<file path="config.mk">
export PLATFORM = sky130hd
export DESIGN_NAME = vlbyte_unpack
export DESIGN_NICKNAME = d
export VERILOG_FILES = /design/src/rtl/vlbyte_unpack.sv
export SDC_FILE = /design/constraint.sdc
export NUM_CORES = 1
export LEC_CHECK = 0
export ABC_CLOCK_PERIOD_IN_PS = 2050
export BUFFER_PORTS_ARGS = -buffer_cell sky130_fd_sc_hd__buf_2
export CELL_PAD_IN_SITES_DETAIL_PLACEMENT = 0
export CELL_PAD_IN_SITES_GLOBAL_PLACEMENT = 1
export CORE_MARGIN = 3
export CORE_UTILIZATION = 43
export CTS_CLUSTER_SIZE = 30
export DETAILED_ROUTE_END_ITERATION = 8
export GPL_TIMING_DRIVEN = 0
export MAX_ROUTING_LAYER = met4
export PLACE_DENSITY_LB_ADDON = 0.1
export SETUP_SLACK_MARGIN = 0.2
export SYNTH_ARGS = -nofsm -noshare
export SYNTH_HDL_FRONTEND = slang
export SYNTH_SLANG_ARGS = --single-unit
</file>
<file path="constraint.sdc">
create_clock -name clk -period 2.05 [get_ports clk]
set_clock_uncertainty 0.1 [all_clocks]
set_input_delay 0.1025 -clock clk [delete_from_list [all_inputs] [get_ports clk]]
set_output_delay 0.1025 -clock clk [all_outputs]
set_load 0.05 [all_outputs]
</file>
<file path="src/rtl/vlbyte_unpack.sv">
module vlbyte_unpack #(
  parameter int MAX_GROUPS = 6,
  parameter int GROUP_W    = 7
) (
  input  logic                                   clk,
  input  logic                                   rst_n,
  input  logic [GROUP_W:0]                       in_byte,
  input  logic                                   in_valid,
  output logic                                   in_ready,
  output logic [MAX_GROUPS*GROUP_W-1:0]          out_word,
  output logic [$clog2(MAX_GROUPS+1)-1:0]        out_len,
  output logic                                   out_err,
  output logic                                   out_valid,
  input  logic                                   out_ready
);
  localparam int WORD_W = MAX_GROUPS * GROUP_W;
  localparam int CNT_W  = $clog2(MAX_GROUPS + 1);
  localparam logic [CNT_W-1:0] LAST = CNT_W'(MAX_GROUPS - 1);

  logic [WORD_W-1:0] acc;
  logic [CNT_W-1:0]  cnt;
  logic              dropping;
  logic              take;
  logic              more;
  logic [WORD_W-1:0] merged;

  assign in_ready = !out_valid;
  assign take     = in_valid && in_ready;
  assign more     = in_byte[GROUP_W];
  assign merged   = acc | (WORD_W'(in_byte[GROUP_W-1:0]) << (int'(cnt) * GROUP_W));

  always_ff @(posedge clk) begin
    if (!rst_n) begin
      acc       <= '0;
      cnt       <= '0;
      dropping  <= 1'b0;
      out_valid <= 1'b0;
      out_word  <= '0;
      out_len   <= '0;
      out_err   <= 1'b0;
    end else begin
      if (out_valid && out_ready)
        out_valid <= 1'b0;
      if (take) begin
        if (dropping) begin
          if (!more) begin
            dropping  <= 1'b0;
            out_valid <= 1'b1;
            out_word  <= '0;
            out_len   <= CNT_W'(MAX_GROUPS);
            out_err   <= 1'b1;
          end
        end else if (!more) begin
          out_valid <= 1'b1;
          out_word  <= merged;
          out_len   <= cnt + 1'b1;
          out_err   <= 1'b0;
          acc       <= '0;
          cnt       <= '0;
        end else if (cnt == LAST) begin
          dropping <= 1'b1;
          acc      <= '0;
          cnt      <= '0;
        end else begin
          acc <= merged;
          cnt <= cnt + 1'b1;
        end
      end
    end
  end
endmodule


</file>
==> results of run 1 <==
registers in the layout, indices dropped and copies added, names as in the netlist:
| name | cells |
|---|---|
| cnt | 3 |
| acc | 42 |
| out_len | 3 |
| out_valid | 1 |
| out_err | 1 |
| out_word | 42 |
| dropping | 1 |
path summary, 6_finish.rpt:
check / to / slack [ps] / depth (start not counted)
max: out_word[40]$_SDFFE_PN0P_ / 190 / 6
min: cnt[2]$_SDFFE_PN0P_ / 30 / 3
max reg2reg: out_word[40]$_SDFFE_PN0P_ / 190 / 6
min reg2reg: acc[0]$_SDFFE_PN0P_ / 360 / 2
final cells by class:
| cell class | instances | area, um2 |
|---|---|---|
| inverters | 2 | 7.51 |
| multi-input cells | 248 | 1860 |
| well taps | 105 | 131 |
| clock buffers | 11 | 141 |
| fillers | 770 | 3550 |
| repair buffers | 73 | 440 |
| flip-flops and latches | 93 | 1870 |
| plain buffers | 41 | 287 |
| clock inverters | 5 | 58.8 |
layer usage:
layer | global-route usage (%) | vias to the layer above
met4 | 6.83 | 0
met3 | 4.21 | 8
met2 | 32.5 | 55
met5 | - | -
li1 | - | 1559
met1 | 27.1 | 1511
repair_timing:
item,in CTS,in global routing
resized for setup,22,53
pin swaps,0,13
endpoints found under the hold margin,29,0
endpoints found under the setup margin,85,83
setup buffers,5,1
hold buffers,8,0
cloned,0,1
metrics by stage:
step / util [%] / setup TNS (ps) / std cells / area [um2]
global route: 57.5 / 0 / 578 / 4790
finish: 57.5 / 0 / 578 / 4790
CTS: 54.4 / 0 / 576 / 4540
detailed placement: 49.9 / -7820 / 547 / 4160
global placement: 49.9 / -7280 / 547 / 4160
floorplan: - / 0 / 384 / 3740
worst max-delay path: cells and delay by family, from the launching register on:
family	cells	cell delay, ps
and+or+nand+nor	2	750
buffers and inverters	3	430
AOI/OAI and AO/OA	1	130
DFF	1	370
power by group:
group | internal, mW | switching, mW | total [mW]
Clock | 0.600 | 0.632 | 1.23
Combinational | 0.133 | 0.273 | 0.406
Sequential | 1.83 | 0.0161 | 1.85
cell usage in the layout, fill, tap and decap left out, types with 3 or more instances in the layout:
master | Yosys | layout
clkbuf_2 | 0 | 8
o2bb2ai_4 | 0 | 8
nor2_1 | 4 | 4
o22ai_1 | 28 | 28
buf_2 | 2 | 62
o2bb2ai_2 | 30 | 30
a21oi_1 | 44 | 43
buf_6 | 5 | 5
dlygate4sd3_1 | 0 | 8
dfxtp_1 | 93 | 91
nand2_1 | 61 | 61
nand4_1 | 14 | 14
buf_12 | 0 | 4
nor2b_1 | 12 | 12
clkbuf_1 | 31 | 18
clkbuf_8 | 0 | 10
o21ai_0 | 16 | 16
nand3b_1 | 3 | 3
o2bb2ai_1 | 12 | 4
buf_4 | 0 | 7
logic make-up after synthesis:
group,share of synthesized area [%]
mux,0.535
buf+inv,5.39
flops,49.8
fa+ha+maj,0.669
xor+xnor,0.234
simple gates,14.3
compound gates,29.1
==> flow_summary.toml, run 1 <==
[setup_path]
cp_slowest_stage_delay_ps = 380
worstPathArrival_ps = 2040
r2r_start = "out_valid$_SDFF_PN0_"
required_ps = 2230
path_max_fanout = 10
crit_start = "out_valid$_SDFF_PN0_"
cpMaxStageDelayCell = "or3b_4"
crit_type = "flop to flop"
path_cells = "or3b_4, buf_6, or3b_4, buf_12, buf_12, o2bb2ai_4"
end_kind = "flop"
start_kind = "flop"

[yosys]
async_flop_share_pct = 0
synth.area.top_cells = "dfxtp_1 50%, o2bb2ai_2 12%, nand2_1 6.1%"
synth-seq-cells = 93
syn_area_um2 = 3740
post-synth-top-area-fraction_pct = 49.8
syn_inst = 384
avgSynthCellArea_um2 = 9.74
yosysSeqAreaShare_pct = 49.8
ys_top_cells_by_count = "93 x dfxtp_1, 61 x nand2_1, 44 x a21oi_1"
yosysUniqueCellTypes = 32
synth_most_common_cell = "dfxtp_1"
synth_top_cell_by_area = "dfxtp_1"
synthesis.nets = 398
ys_warn_count = 0
synth_edf_count = 0
synth_flop_cell = "dfxtp_1"

[cts]
cts_buffer_depth = 2
cts_tree = "built"
numCtsBuffers = 9
clock-sinks = 93
clkLatencyLatePin_ps = 350
clk_pin_slew_ps = 80
cts-root-buf = "clkbuf_8"
h-tree-depth = 3

[global_routing]
gr-usage-all-layers_pct = 20.8
antenna_found_initial = 0
grt_overflow_total = 0
grt_pass1_vias = 3143
grt_max_degree = 16
grt_first_pass_wirelength_mm = 16.0

[worst_hold_path]
worstHoldStart = "in_byte[7]"
worstHoldPathType = "input pin to flop"

[floorplanning]
ios = 60
rows = 33
core_um2 = 8340
fp.dieW_um = 99.2
fp.dieArea_um2 = 9850
start_util_pct = 44.8
die_h_um = 99.2

[placed_design]
gp_congestion = 0.767
place_hpwl_mm = 6.46
pre_cts_ws_ps = -303
io_buffer_count = 58

[flow_run]
maxCapViolCount = 0

[cells_and_area]
diodes = 0
fin_nets = 482
layout-drive-gt1-share_pct = 31.7
syn2layout_area_growth_pct = 28.2

[sta]
worst_slack_ps = 191
layout_worst_path_cycle_share_pct = 90.7
setup_violations = 0
fin_crit_ps = 1860
maxSlewHeadroom_pct = 64.1
slew_viol_final = 0
worstMarginPinSlew_ps = 538
whs_ps = 28.8
fmax_mhz = 538
hold_viol_final = 0
grt_setup_unrepaired = "yes"

[pwr]
leakagePower_nw = 1.82
vdd_drop_max_uv = 535
power.density_nw_per_um2 = 727
power_mw = 3.48

[run_status]
status = "complete, no violations"

[route]
drt_pass1_iterations = 4
met2WireLength_mm = 4.55
vias_per_cell = 5.42
top_layer = "met4"
wl_met1_mm = 4.68
wire_per_inst_um = 16.7
via_count = 3133
drcViolationCount = 0
ant_nets = 0
wl_met3_um = 301
drtIter0Drc = 114
wl_mm = 9.66
No activity file was read; power rests on OpenSTA's default activity.
==> run 2, diff against run 1 <==
--- a/config.mk
+++ b/config.mk
@@ -5,12 +5,13 @@
 export SDC_FILE = /design/constraint.sdc
 export NUM_CORES = 1
 export LEC_CHECK = 0
+export ABC_AREA = 1
 export ABC_CLOCK_PERIOD_IN_PS = 2050
-export BUFFER_PORTS_ARGS = -buffer_cell sky130_fd_sc_hd__buf_2
+export BUFFER_PORTS_ARGS = -buffer_cell sky130_fd_sc_hd__buf_4
 export CELL_PAD_IN_SITES_DETAIL_PLACEMENT = 0
 export CELL_PAD_IN_SITES_GLOBAL_PLACEMENT = 1
 export CORE_MARGIN = 3
-export CORE_UTILIZATION = 43
+export CORE_UTILIZATION = 40
 export CTS_CLUSTER_SIZE = 30
 export DETAILED_ROUTE_END_ITERATION = 8
 export GPL_TIMING_DRIVEN = 0
==> flow_summary.toml, run 2 <==
[run_status]
status = "complete, no violations"

[floorplanning]
die_h_um = 106
fp.dieW_um = 106
ios = 60
core_um2 = 9500
rows = 35
start_util_pct = 42.3
fp.dieArea_um2 = 11300

[placed_design]
io_buffer_count = 58
pre_cts_ws_ps = 150
gp_congestion = 0.843
place_hpwl_mm = 7.79

[route]
ant_nets = 0
wl_mm = 10.8
drtIter0Drc = 154
drcViolationCount = 0
via_count = 3773
vias_per_cell = 4.76
drt_pass1_iterations = 4
wire_per_inst_um = 13.6

[global_routing]
grt_max_degree = 15
grt_first_pass_wirelength_mm = 17.8
grt_overflow_total = 0
antenna_found_initial = 0
grt_pass1_vias = 3654
gr-usage-all-layers_pct = 20.4

[cts]
h-tree-depth = 3
clkLatencyLatePin_ps = 350
clk_pin_slew_ps = 90
cts-root-buf = "clkbuf_8"
numCtsBuffers = 9
cts_buffer_depth = 2
clock-sinks = 93
cts_tree = "built"

[yosys]
synth_top_cell_by_area = "dfxtp_1"
yosysSeqAreaShare_pct = 46.3
synth-seq-cells = 93
yosysUniqueCellTypes = 23
ys_warn_count = 0
synthesis.nets = 602
synth.area.top_cells = "dfxtp_1 46%, nand2_1 19%, nand3_1 7.5%"
synth_most_common_cell = "nand2_1"
synth_edf_count = 0
async_flop_share_pct = 0
syn_area_um2 = 4020
syn_inst = 588
ys_top_cells_by_count = "202 x nand2_1, 93 x dfxtp_1, 61 x nor2_1"
synth_flop_cell = "dfxtp_1"
avgSynthCellArea_um2 = 6.83
post-synth-top-area-fraction_pct = 46.3

[cells_and_area]
layout_common_cells = "200 x nand2_1, 92 x dfxtp_1, 61 x nor2_1, 61 x buf_4, 60 x nand3_1"
layout_commonest_cell = "nand2_1"
layout-drive-gt1-share_pct = 17.0
top_regs = "acc (42), out_word (42)"
diodes = 0
fin_nets = 674
syn2layout_area_growth_pct = 21.5
nFillCells = 1010

[setup_path]
cpMaxStageDelayCell = "dfxtp_4"
worstPathArrival_ps = 1910
cpMostUsedCell = "nand2_2"
cp_slowest_stage_delay_ps = 370
crit_type = "flop to flop"
r2r_start = "cnt[1]$_SDFFE_PN0P_"
path_cells = "inv_1, clkbuf_4, ha_2, nand2_2, nand2_2, nor2_4, clkinvlp_4, a21oi_1"
rrSetupSlack_ps = 320
crit_path_end = "acc[27]$_SDFFE_PN0P_"
end_kind = "flop"
r2r_cells = 8
required_ps = 2230
critical_path_depth = 8
path_buf_inv = 3
crit_family = "buffers and inverters"
crit_start = "cnt[1]$_SDFFE_PN0P_"
start_kind = "flop"
path_max_fanout = 10
r2r-end = "acc[27]$_SDFFE_PN0P_"

[sta]
layout_worst_path_cycle_share_pct = 84.4
fmax_mhz = 578
slew_viol_final = 0
hold_viol_final = 0
whs_ps = 27.1
fin_crit_ps = 1730
grt_setup_unrepaired = "no"
setup_violations = 0
worst_slack_ps = 321
setup-tns-final_ps = 0
worstMarginPinSlew_ps = 531
maxSlewHeadroom_pct = 64.6

[pwr]
leakagePower_nw = 2.36
vdd_drop_max_uv = 336
power.density_nw_per_um2 = 736

[worst_hold_path]
worstHoldPathType = "input pin to flop"

[flow_run]
maxCapViolCount = 0
[run 2: timing repair]
item | 4_1_cts | 5_1_grt
buffers inserted | 1 | 0
hold buffers | 2 | 0
gates cloned | 0 | 0
endpoints found under the hold margin | 2 | 0
pin swaps | 1 | 2
endpoints found under the setup margin | 38 | 43
gates resized for setup | 0 | 12
[run 2: metal layers]
layer,up-vias,GRT usage (%),routed length (um)
met4,0,6.48,97
met5,-,-,0
met2,64,32.3,5070
met3,13,2.55,335
li1,1968,-,-
met1,1728,27.2,5250
[run 2: worst register-to-register path: cells and delay by family (launching register included)]
family	cells	cell delay, ps
fa+ha+maj	1	200
compound gates	1	180
buf+inv	3	470
flops	1	370
simple gates	3	360
[run 2: cell families (layout without fill, tap and decap cells)]
logic type               Yosys count  in the layout  share of synthesized area (%)
adder cells (fa/ha/maj)            2              2                          0.623
AO/OA/AOI/OAI                     52             52                           7.41
AND/OR/NAND/NOR                  343            343                           35.3
buffers and inverters             98            174                           10.3
flip-flops                        93             93                           46.3
[run 2: area by class of cell]
class                           instances  area, um2  area share [%]
Buffer                                 36        188            3.84
Clock buffer                           11        141            2.90
Clock inverter                          4       72.6            1.49
Inverter                               62        236            4.84
Multi-Input combinational cell        397       1750            35.9
Sequential cell                        93       1870            38.2
Tap cell                              129        161            3.31
Timing Repair Buffer                   61        463            9.48
[run 2: power by group]
group	internal (mW)	switching (mW)	leakage, nW
registers	1.83	0.0135	0.752
clock network	0.713	0.624	0.105
logic	0.117	0.299	1.50
[run 2: worst min path at each step]
stage / startpoint / endpoint / slack [ps] / depth (start not counted)
finish: rst_n / dropping$_SDFFE_PN0N_ / 30 / 3
global route: rst_n / dropping$_SDFFE_PN0N_ / 40 / 3
CTS: rst_n / dropping$_SDFFE_PN0N_ / 20 / 3
detailed placement: out_ready / out_valid$_SDFF_PN0_ / 270 / 3
global placement: out_ready / out_valid$_SDFF_PN0_ / 270 / 3
floorplan: in_byte[7] / out_len[2]$_SDFFE_PN0P_ / 130 / 2
[run 2: through the flow]
stage	std cells	total power, mW	utilization (%)	area [um2]
finish	793	3.60	51.4	4880
global route	793	3.76	51.4	4880
CTS	793	3.63	51.1	4860
detailed placement	775	2.29	48.6	4610
global placement	775	2.29	48.6	4610
floorplan	588	2.15	-	4020
